--- config.mk ---
export PLATFORM = sky130hd
export DESIGN_NAME = rxq_read_port
export DESIGN_NICKNAME = d
export VERILOG_FILES = /design/src/rtl/rxq_pkg.sv /design/src/rtl/rxq_fifo.sv /design/src/rtl/rxq_decode.sv /design/src/rtl/rxq_read_port.sv
export SDC_FILE = /design/constraint.sdc
export NUM_CORES = 1
export LEC_CHECK = 0
export BUFFER_PORTS_ARGS = -buffer_cell sky130_fd_sc_hd__buf_2
export CORE_MARGIN = 4
export CORE_UTILIZATION = 36
export CTS_BUF_LIST = sky130_fd_sc_hd__clkbuf_16
export CTS_CLUSTER_DIAMETER = 60
export DETAILED_ROUTE_END_ITERATION = 7
export HOLD_SLACK_MARGIN = 0.06
export PLACE_DENSITY = 0.52
export SYNTH_ARGS = -nofsm -noshare
export SYNTH_HDL_FRONTEND = slang
export SYNTH_SLANG_ARGS = --single-unit
--- constraint.sdc ---
create_clock -name clk -period 4.55 [get_ports clk]
set_input_delay 0.91 -clock clk [delete_from_list [all_inputs] [get_ports clk]]
set_output_delay 0.91 -clock clk [all_outputs]
set_load 0.01 [all_outputs]
--- src/rtl/rxq_pkg.sv ---
package rxq_pkg;
  localparam logic [1:0] A_DATA = 2'd0;
  localparam logic [1:0] A_MODE = 2'd1;
  localparam logic [1:0] A_CMD  = 2'd2;
  localparam logic [1:0] A_STAT = 2'd3;
  localparam int S_EMPTY = 0;
  localparam int S_FULL  = 1;
  localparam int S_OVF   = 2;
  localparam int S_UDF   = 3;
  localparam int S_CNT   = 4;
endpackage

--- src/rtl/rxq_fifo.sv ---
module rxq_fifo #(
  parameter int DATA_W = 32,
  parameter int DEPTH  = 16,
  localparam int AW = $clog2(DEPTH),
  localparam int CW = $clog2(DEPTH + 1)
) (
  input  logic              clk,
  input  logic              rst,
  input  logic              push,
  input  logic [DATA_W-1:0] din,
  input  logic              pop,
  output logic [DATA_W-1:0] head,
  output logic              empty,
  output logic              full,
  output logic [CW-1:0]     count
);
  logic [DATA_W-1:0] mem [DEPTH];
  logic [AW-1:0] wp, rp;
  logic do_push, do_pop;

  assign empty   = (count == '0);
  assign full    = (count == CW'(DEPTH));
  assign do_push = push && !full;
  assign do_pop  = pop && !empty;
  assign head    = mem[rp];

  // storage without reset so it maps onto RAM
  always_ff @(posedge clk) begin
    if (do_push) mem[wp] <= din;
  end

  always_ff @(posedge clk) begin
    if (rst) begin
      wp    <= '0;
      rp    <= '0;
      count <= '0;
    end else begin
      if (do_push) wp <= (wp == AW'(DEPTH - 1)) ? '0 : wp + 1'b1;
      if (do_pop)  rp <= (rp == AW'(DEPTH - 1)) ? '0 : rp + 1'b1;
      case ({do_push, do_pop})
        2'b10:   count <= count + 1'b1;
        2'b01:   count <= count - 1'b1;
        default: count <= count;
      endcase
    end
  end

  // fill level never exceeds capacity
  p_no_overflow_r7: assert property (@(posedge clk) disable iff (rst)
    count <= CW'(DEPTH));
  // a push into a full queue changes nothing when no pop happens
  p_full_drop_r7: assert property (@(posedge clk) disable iff (rst)
    push && full && !pop |=> count == CW'(DEPTH));
endmodule

--- src/rtl/rxq_decode.sv ---
module rxq_decode
  import rxq_pkg::*;
#(
  parameter int DATA_W = 32,
  localparam int NB = DATA_W / 8
) (
  input  logic [1:0]        addr,
  input  logic [NB-1:0]     be,
  input  logic              rd,
  input  logic              wr,
  input  logic [DATA_W-1:0] wdata,
  output logic              data_rd,
  output logic              cmd_adv,
  output logic              mode_we,
  output logic              clr_ovf,
  output logic              clr_udf,
  output logic [DATA_W-1:0] lane_mask
);
  assign data_rd = rd && (addr == A_DATA);
  // command needs the two low lanes together
  assign cmd_adv = wr && (addr == A_CMD) && be[0] && be[1] && wdata[0];
  assign mode_we = wr && (addr == A_MODE) && be[0];
  assign clr_ovf = wr && (addr == A_STAT) && be[0] && wdata[S_OVF];
  assign clr_udf = wr && (addr == A_STAT) && be[0] && wdata[S_UDF];

  for (genvar i = 0; i < NB; i++) begin : g_lane
    assign lane_mask[8*i +: 8] = {8{be[i]}};
  end
endmodule

--- src/rtl/rxq_read_port.sv ---
module rxq_read_port
  import rxq_pkg::*;
#(
  parameter int DATA_W = 32,
  parameter int DEPTH  = 16,
  localparam int NB = DATA_W / 8,
  localparam int CW = $clog2(DEPTH + 1)
) (
  input  logic              clk,
  input  logic              rst,
  input  logic              push_valid,
  input  logic [DATA_W-1:0] push_data,
  input  logic [1:0]        bus_addr,
  input  logic [NB-1:0]     bus_be,
  input  logic              bus_rd,
  input  logic              bus_wr,
  input  logic [DATA_W-1:0] bus_wdata,
  output logic [DATA_W-1:0] bus_rdata,
  output logic              q_empty,
  output logic              q_full,
  output logic [CW-1:0]     q_count
);
  logic              data_rd, cmd_adv, mode_we, clr_ovf, clr_udf;
  logic [DATA_W-1:0] lane_mask, head, stat_word, rd_next;
  logic              auto_mode, ovf_flag, udf_flag;
  logic              pop_rd, pop_cmd, underflow, overflow;

  rxq_decode #(.DATA_W(DATA_W)) i_dec (
    .addr(bus_addr), .be(bus_be), .rd(bus_rd), .wr(bus_wr), .wdata(bus_wdata),
    .data_rd(data_rd), .cmd_adv(cmd_adv), .mode_we(mode_we),
    .clr_ovf(clr_ovf), .clr_udf(clr_udf), .lane_mask(lane_mask)
  );

  assign pop_rd    = data_rd && auto_mode && !q_empty;
  assign pop_cmd   = cmd_adv && !auto_mode && !q_empty;
  assign underflow = (data_rd && q_empty) || (cmd_adv && !auto_mode && q_empty);
  assign overflow  = push_valid && q_full;

  rxq_fifo #(.DATA_W(DATA_W), .DEPTH(DEPTH)) i_fifo (
    .clk(clk), .rst(rst), .push(push_valid), .din(push_data),
    .pop(pop_rd || pop_cmd), .head(head),
    .empty(q_empty), .full(q_full), .count(q_count)
  );

  always_comb begin
    stat_word          = '0;
    stat_word[S_EMPTY] = q_empty;
    stat_word[S_FULL]  = q_full;
    stat_word[S_OVF]   = ovf_flag;
    stat_word[S_UDF]   = udf_flag;
    stat_word[S_CNT +: CW] = q_count;
    case (bus_addr)
      A_DATA:  rd_next = q_empty ? '0 : (head & lane_mask);
      A_MODE:  rd_next = DATA_W'(auto_mode) & lane_mask;
      A_STAT:  rd_next = stat_word & lane_mask;
      default: rd_next = '0;
    endcase
  end

  // data is captured from the old head on the same edge that pops it
  always_ff @(posedge clk) begin
    if (rst) begin
      bus_rdata <= '0;
      auto_mode <= 1'b1;
      ovf_flag  <= 1'b0;
      udf_flag  <= 1'b0;
    end else begin
      if (bus_rd)  bus_rdata <= rd_next;
      if (mode_we) auto_mode <= bus_wdata[0];
      if (overflow)     ovf_flag <= 1'b1;
      else if (clr_ovf) ovf_flag <= 1'b0;
      if (underflow)    udf_flag <= 1'b1;
      else if (clr_udf) udf_flag <= 1'b0;
    end
  end

  // automatic-mode read of a non-empty queue takes one word
  p_auto_pop_r2: assert property (@(posedge clk) disable iff (rst)
    data_rd && auto_mode && !q_empty && !push_valid && !mode_we
    |=> q_count == $past(q_count) - 1'b1);
  // manual-mode read without command leaves count alone
  p_manual_hold_r3: assert property (@(posedge clk) disable iff (rst)
    bus_rd && bus_addr == A_DATA && !auto_mode && !bus_wr && !push_valid
    |=> $stable(q_count));
  // command register reads back as zero
  p_cmd_reads_zero_r4: assert property (@(posedge clk) disable iff (rst)
    bus_rd && bus_addr == A_CMD |=> bus_rdata == '0);
  // narrow command write is ignored
  p_narrow_cmd_r5: assert property (@(posedge clk) disable iff (rst)
    bus_wr && bus_addr == A_CMD && !(bus_be[0] && bus_be[1]) && !bus_rd && !push_valid
    |=> $stable(q_count));
  // empty data read returns zero and raises underflow
  p_empty_read_r6: assert property (@(posedge clk) disable iff (rst)
    bus_rd && bus_addr == A_DATA && q_empty |=> bus_rdata == '0 && udf_flag);
endmodule

# Word-level counts from Yosys, hierarchy flattened
# Memory sizes are Yosys's and may differ from the RTL's. A register that Yosys moved wholly into a read port is not among the register bits.
# Index checks and enable logic that the tools add are counted.
# classes
mux	13
bitwise	3
n_reduce_logical	30
eq_ne	8
add_sub_neg	4
# ops
op	count
32-bit one-hot mux with 3 select lines	1
1-bit by 32-bit AND with 32-bit output	1
32-bit AND	1
9-bit by 32-bit AND with 32-bit output	1
32-bit two-way mux	1
1-bit logical AND	20
4-bit two-way mux	4
5-bit one-hot mux with 2 select lines	1
4-bit by 1-bit adder with 4-bit output (second input constant)	2
4-bit equality test (second input constant)	2
2-bit equality test (second input constant)	3
1-bit two-way mux	6
2-bit nonzero test	3
5-bit by 1-bit adder with 5-bit output (second input constant)	1
5-bit equality test (second input constant)	1
5-bit zero test	1
5-bit by 1-bit subtractor with 5-bit output (second input constant)	1
2-bit by 1-bit equality test with 1-bit output (second input constant)	2
1-bit zero test	3
2-bit zero test	1
1-bit logical OR	2
# word_totals
output_inout_bits	39
ramBits	512
n_memories	1
elab_cells	66
reg_bits	48
# memory_table
memory	words	width	rd	rd_ports_with_merged_regs	wr	line_no	rtl
i_fifo.mem	16	32	1	1	1	rxq_fifo.sv:17	logic [DATA_W-1:0] mem [DEPTH];

# Logic depth before layout (Yosys ltp)
# Gate-level depths: netlist of the first run.
# depth
depth_word	11
ltp_mapped	14
ltp_nobuf	12

# Modules after synthesis
# A second synthesis of the first run with hierarchy kept.
# unflattened
hier_cells	1010
area_unflattened_um2	22012.4
# by_module_without_submodules
mod	area_per_inst_um2	instances	cells_per_inst
rxq_fifo	20322.0	1	827
rxq_read_port	1400.1	1	145
rxq_decode	290.3	1	38

# Worst setup path after synthesis of the first run
# No wires, ideal clock.
# synth_path
path_kind	input to register
start	in push_valid
end	mem i_fifo.mem[3][0], enable pin
cell_stages	3
slack_ns	0.499
t_required_ns	4.089
arrival_time_ns	3.590
cell_sequence	a21boi_2 > nand2_1 > nor3_1
# synth_between
elab_chain_cells	3
# synth_rtl
element	line_no	rtl
from (decl)	rxq_read_port.sv:11	input logic push_valid,
1-bit logical AND	rxq_fifo.sv:23	assign do_push = push && !full;
1-bit two-way mux	rxq_fifo.sv:29	if (do_push) mem[wp] <= din;
1-bit two-way mux (not written as such)	rxq_fifo.sv:29	
to (decl)	rxq_fifo.sv:17	
# No other way between the ends.

# Final worst setup path of the first run
# layout_path
start	reg i_fifo.count[1]
end	reg i_fifo.count[4]
# layout_between
elab_chain_cells	7
word_cells_on_any_way	15
cone_classes	2 x add/sub; 3 x eq/ne; 1 x mux; 9 x reduce/logical
# layout_rtl
element	line_no	rtl
from (decl)	rxq_fifo.sv:15	output logic [CW-1:0] count
from (signal assigned)	rxq_fifo.sv:41	2'b10: count <= count + 1'b1;
from (signal assigned)	rxq_fifo.sv:42	2'b01: count <= count - 1'b1;
from (signal assigned)	rxq_fifo.sv:43	default: count <= count;
5-bit zero test	rxq_fifo.sv:21	assign empty = (count == '0);
1-bit zero test	rxq_fifo.sv:24, rxq_read_port.sv:34, rxq_read_port.sv:35	
1-bit logical AND (on tied branches)	rxq_read_port.sv:34, rxq_read_port.sv:35	
1-bit logical OR	rxq_read_port.sv:41	.pop(pop_rd || pop_cmd), .head(head),
1-bit logical AND	rxq_fifo.sv:24	assign do_pop = pop && !empty;
2-bit by 1-bit equality test with 1-bit output or 2-bit equality test (tied branches)	rxq_fifo.sv:40	case ({do_push, do_pop})
5-bit one-hot mux with 2 select lines or 2-bit nonzero test (tied branches)	n/a	
# Parallel ways exist; a longest one is shown, timed or not.
# A chain may end at the register's enable or synchronous reset.

==> impl_metrics.yaml, run 1 <==
outcome:
  outcome: "finished, final reports clean"
power:
  powerDensity_nw_per_um2: 432
  combPwrFrac_pct: 3.8
  switching_share_pct: 21.0
  leakage_nw: 8.29
  pwr-share-seq_pct: 52.9
  fin_total_pwr_mw: 10.9
  peakVddDrop_uv: 268
  power_switching_mw: 2.28
  pwr-share-clk_pct: 43.3
  intPower_mw: 8.57
global_route:
  grt_pass1_wl_um: 73400
  grt_pass1_vias: 10900
  grt-ovfl-total: 0
  track_usage_pct: 15.5
  antenna_found_initial: 4
  grt_max_degree: 49
hold_path:
  hold_depth: 1
  min_to: "bus_rdata[23]"
  worstHoldStart: "bus_rdata[23]"
  hold_class: "flip-flop to flip-flop"
routing:
  drc_errors: 0
  wire_per_inst_um: 24.9
  antenna_left: 0
  drtPass1Iterations: 5
  via_count: 10300
  via_per_inst: 5.17
  wl_um: 49300
  drt-initial-drc-count: 978
die:
  die_h_um: 253
  coreArea_um2: 59400
  dieArea_um2: 64200
  rows: 89
  start_util_pct: 36.5
  die_w_um: 253
  io_pins: 114
synthesis:
  yosysWarnings: 0
  netlist_instances: 1031
  synth_fp_nets: 1115
  syn_area_um2: 21700
  avgSynthCellArea_um2: 21.0
  ys_seq_area_share_pct: 75.7
  synth_area_leaders: "edfxtp_1 (71%), mux4_2 (13%), dfxtp_1 (4.8%), mux2i_1 (2.6%), a21o_1 (0.62%)"
  synth-edff-count: 512
  ys_types: 58
  synth_top_area_share_pct: 70.9
  ys_ff_latch: 564
  async_reset_ff_share_pct: 0
  yosys.area.top_type: "edfxtp_1"
  synthFlopType: "edfxtp_1"
finish:
  syn2layout_area_growth_pct: 15.9
  stdcell_count: 1982
  fin_nets: 1241
  layout_common_cells: "edfxtp_1 (512), mux4_2 (126), buf_2 (84), clkbuf_16 (62), mux2i_1 (56)"
  fillerInstances: 5190
  fin_area_um2: 25100
  final_layout_size_suffix_gt1_share_pct: 30.3
  final_common_cell: "edfxtp_1"
cts:
  post_cts_buffers: 0
  clock-sinks: 564
  clk_latency_ns: 0.62
  post_cts_resized: 0
  cts_buffer_depth: 3
  cts_buffers: 60
  cts_tree: "yes"
  htree_levels: 2
  path_clk_slew_ns: 0.06
  cts_hold_buf: 0
  root_buffer: "clkbuf_16"
sta:
  clock.fmax_mhz: 297
  relSlewSlack_pct: 29.0
  final_hold_viol_count: 0
  tightest_slew_ns: 1.06
  period_minus_slack_ns: 3.37
  fin_crit_sh_pct: 74.0
  maxSlewViolCount: 0
  finalSetupTns_ns: 0
  finClkSkew_ns: 0.0263
  rsz0062_at_grt: "no"
  setup_viol: 0
placement:
  dpl.hpwl_um: 27400
  port_buffers: 84
  place_congestion: 0.727
  placed_area_um2: 23200
  placed_cells: 1868
setup_path:
  cp-start-kind: "flip-flop"
  critical_path_class: "flip-flop to flip-flop"
  critPathMaxFanout: 11
  r2r_setup_slack_ns: 1.18
  r2r_start: "i_fifo.count[1]"
  path_delay_family: "compound AO/OA/AOI/OAI gates"
  worstPathCellList: "nor4_4, nand2_1, o21ai_1, inv_1, ha_1, xor2_1, ha_1, a211o_1, nand2_1, nand3b_1, a31oi_1, mux2_2"
  cp.required_ns: 5.03
  critPathArrivalTime_ns: 3.85
  reg2reg_depth: 12
  cpMaxStageDelayCell: "nor4_4"
  critPathBufInv: 1
  r2r_end: "i_fifo.count[4]"
  critical-path-max-stage-delay_ns: 0.44
  endpoint_kind: "flip-flop"
run:
  maxCapViolCount: 0
## stage by stage
stage	utilization, %	setup slack (ns)	hold slack [ns]
after detailed placement	39.1	0.843	0.434
after global placement	39.1	0.858	0.431
after CTS	42.3	1.15	0.454
after global routing	42.3	0.900	0.463
after floorplan	-	0.499	0.456
final	42.4	1.18	0.447
## kinds of logic (layout without fill, tap and decap cells)
group / count (synthesis) / in the layout / share of synthesized area [%]
AO/OA/AOI/OAI: 109 / 109 / 3.59
XOR/XNOR: 5 / 5 / 0.202
adder cells (fa/ha/maj): 9 / 9 / 0.519
buffers and inverters: 62 / 238 / 1.64
flip-flops: 564 / 564 / 75.7
multiplexers: 186 / 186 / 15.9
other: 0 / 2 / 0
AND/OR/NAND/NOR: 96 / 96 / 2.46
## metal layers
| metal | GRT usage, % | vias up | share of wire (%) | wire (um) |
|---|---|---|---|---|
| met2 | 24.9 | 220 | 48 | 23700 |
| met4 | 3.59 | 2 | 1.7 | 835 |
| li1 | - | 4561 | - | - |
| met3 | 2.58 | 67 | 4.4 | 2180 |
| met1 | 22.3 | 5404 | 46 | 22600 |
| met5 | 0 | - | 0.022 | 11 |
## flip-flops by register name, indices dropped and copies added, names as in the netlist, named ones only
name	flops
i_fifo.mem	512
bus_rdata	32
i_fifo.count	5
i_fifo.rp	4
i_fifo.wp	4
auto_mode	1
ovf_flag	1
udf_flag	1
## power by group through the flow
stage	registers (mW)	logic [mW]	clock network, mW
2_1_floorplan	5.84	0.260	0
3_3_place_gp	5.85	0.412	0
3_5_place_dp	5.86	0.417	0
4_1_cts	5.75	0.419	4.84
5_1_grt	5.75	0.451	5.05
6_report	5.74	0.409	4.70
## synthesized netlist by cell type, types with 9 or more instances
library cell and n:
mux4_2 126, buf_2 17, nand2_1 13, inv_1 10, nor2b_1 9, a21o_1 18, dfxtp_1 52, ha_1 9
edfxtp_1 512, buf_6 12, clkbuf_1 19, a21oi_1 18, mux2i_1 56, a22oi_1 9, o22ai_1 19, nor2_1 30
## cell type report
cell class	instances	area, um2	share of cell area, %
multi-input cells	405	5030	20.0
repair buffers	116	748	2.98
clock buffers	62	1550	6.17
clock inverters	50	372	1.48
flip-flops and latches	564	16400	65.3
diodes	2	5.00	0.0199
well taps	773	967	3.85
inverters	10	37.5	0.149
## worst max path at each step
stage | end | depth (start not counted) | start
final | i_fifo.count[4] | 12 | i_fifo.count[1]
after global routing | i_fifo.count[4] | 12 | i_fifo.count[1]
after CTS | i_fifo.count[4] | 12 | i_fifo.count[1]
after detailed placement | i_fifo.count[4] | 13 | bus_addr[1]
after global placement | i_fifo.count[4] | 13 | bus_addr[1]
after floorplan | i_fifo.mem[3][0] | 3 | push_valid
Power figures use the tool's default switching activity.
==> inputs of run 2 (changes only) <==
==> constraint.sdc (replaced) <==
create_clock -name clk -period 3.4 [get_ports clk]
set_input_delay 0.68 -clock clk [delete_from_list [all_inputs] [get_ports clk]]
set_output_delay 0.68 -clock clk [all_outputs]
set_load 0.01 [all_outputs]
==> impl_metrics.yaml, run 2 (synthesis gave the netlist of run 1 again) <==
outcome:
  outcome: "finished, final reports clean"
setup_path:
  cp-start-kind: "flip-flop"
  startpoint: "i_fifo.count[1]"
  r2r_start: "i_fifo.count[1]"
  r2r_setup_slack_ns: 0.39
  critPathMaxFanout: 11
  reg2reg_depth: 10
  endpoint_kind: "flip-flop"
  cp.required_ns: 3.90
  r2r_end: "i_fifo.count[4]"
  critPathArrivalTime_ns: 3.50
  critical_path_class: "flip-flop to flip-flop"
die:
  io_pins: 114
  dieArea_um2: 64200
  rows: 89
  start_util_pct: 36.5
  die_w_um: 253
  die_h_um: 253
  coreArea_um2: 59400
sta:
  rsz0062_at_grt: "no"
  setup_viol: 0
  period_minus_slack_ns: 3.01
  tightest_slew_ns: 0.845
  fin_crit_sh_pct: 88.5
  maxSlewViolCount: 0
  relSlewSlack_pct: 43.7
  finClkSkew_ns: 0.0248
  clock.fmax_mhz: 333
  final_hold_viol_count: 0
  finalSetupTns_ns: 0
global_route:
  grt_pass1_vias: 10900
  antenna_found_initial: 0
  track_usage_pct: 15.3
  grt_pass1_wl_um: 72800
  grt_max_degree: 60
  grt-ovfl-total: 0
routing:
  via_count: 10400
  drt-initial-drc-count: 863
  via_per_inst: 5.25
  drc_errors: 0
  antenna_left: 0
  wl_um: 48900
  drtPass1Iterations: 5
  wire_per_inst_um: 24.6
cts:
  cts_buffer_depth: 3
  cts_tree: "yes"
  post_cts_resized: 0
  cts_buffers: 59
  cts_hold_buf: 0
  path_clk_slew_ns: 0.06
  clock-sinks: 564
  root_buffer: "clkbuf_16"
  clk_latency_ns: 0.62
  post_cts_buffers: 0
  htree_levels: 2
power:
  powerDensity_nw_per_um2: 567
  peakVddDrop_uv: 401
  leakage_nw: 8.35
hold_path:
  hold_class: "input port to flip-flop"
  worstHoldStart: "push_valid"
  min_to: "ovf_flag"
  hold_depth: 3
finish:
  final_common_cell: "edfxtp_1"
  syn2layout_area_growth_pct: 16.3
  seq_area_um2: 16400
  final_layout_size_suffix_gt1_share_pct: 30.2
  layout_common_cells: "edfxtp_1 (512), mux4_2 (126), buf_2 (84), clkbuf_16 (60), mux2i_1 (56)"
  max_flop_register: "i_fifo.mem"
  fillerInstances: 5166
  antenna_cells: 0
  stdcell_count: 1986
  fin_nets: 1249
  multi_input_area_um2: 5050
  top_regs: "i_fifo.mem: 512 flops, bus_rdata: 32 flops, i_fifo.count: 5 flops"
  largest_reg_flops: 512
placement:
  place_congestion: 0.716
  port_buffers: 84
  placed_cells: 1877
  dpl.hpwl_um: 27200
run:
  maxCapViolCount: 0
[run 2: power breakdown]
group          switching, mW  total (mW)  internal, mW
Combinational          0.332       0.565         0.233
Clock                   2.62        6.04          3.42
Sequential            0.0397        7.68          7.64
[run 2: per-stage QoR]
step           worst slack (ns)  util (%)  total power, mW  area [um2]  hold slack [ns]
2_1_floorplan             0.257         -             8.16       21700            0.456
3_3_place_gp              0.352      39.4             8.39       23400            0.433
5_1_grt                  0.0866      42.5             14.8       25200            0.376
6_report                  0.393      42.5             14.3       25200            0.362
4_1_cts                   0.381      42.5             14.5       25200            0.318
3_5_place_dp              0.316      39.4             8.40       23400            0.438
[run 2: worst max-delay path by stage]
stage	depth (start not counted)	endpoint	slack (ns)
floorplan	13	i_fifo.count[4]	0.26
global route	10	i_fifo.count[4]	0.09
finish	10	i_fifo.count[4]	0.39
global placement	13	i_fifo.count[4]	0.35
detailed placement	13	i_fifo.count[4]	0.32
CTS	10	i_fifo.count[4]	0.38
[run 2: worst max-delay path: stages (launching register included)]
cell and delay [ns]:
dfxtp_1 0.58, nor4_4 0.13, a21boi_2 0.37, inv_1 0.17, ha_1 0.26, buf_4 0.17, ha_1 0.32, nor3b_1 0.18
o21ai_0 0.12, a31oi_1 0.23, mux2_2 0.36
[run 2: area by class of cell]
type,count,area share [%]
sequential,564,65.2
clock inverter,49,1.27
clock buffer,60,5.96
timing repair buffer,125,3.58
inverter,10,0.149
tap,773,3.84
multi-input combinational,405,20.1
[run 2: per-layer routing]
layer  global-route usage (%)  vias up  share of wire [%]
met2                     24.7      221                 48
met3                     2.85       71                4.7
li1                         -     4572                  -
met5                        0        -                  0
met1                     21.6     5568                 46
met4                     3.88        0                1.9
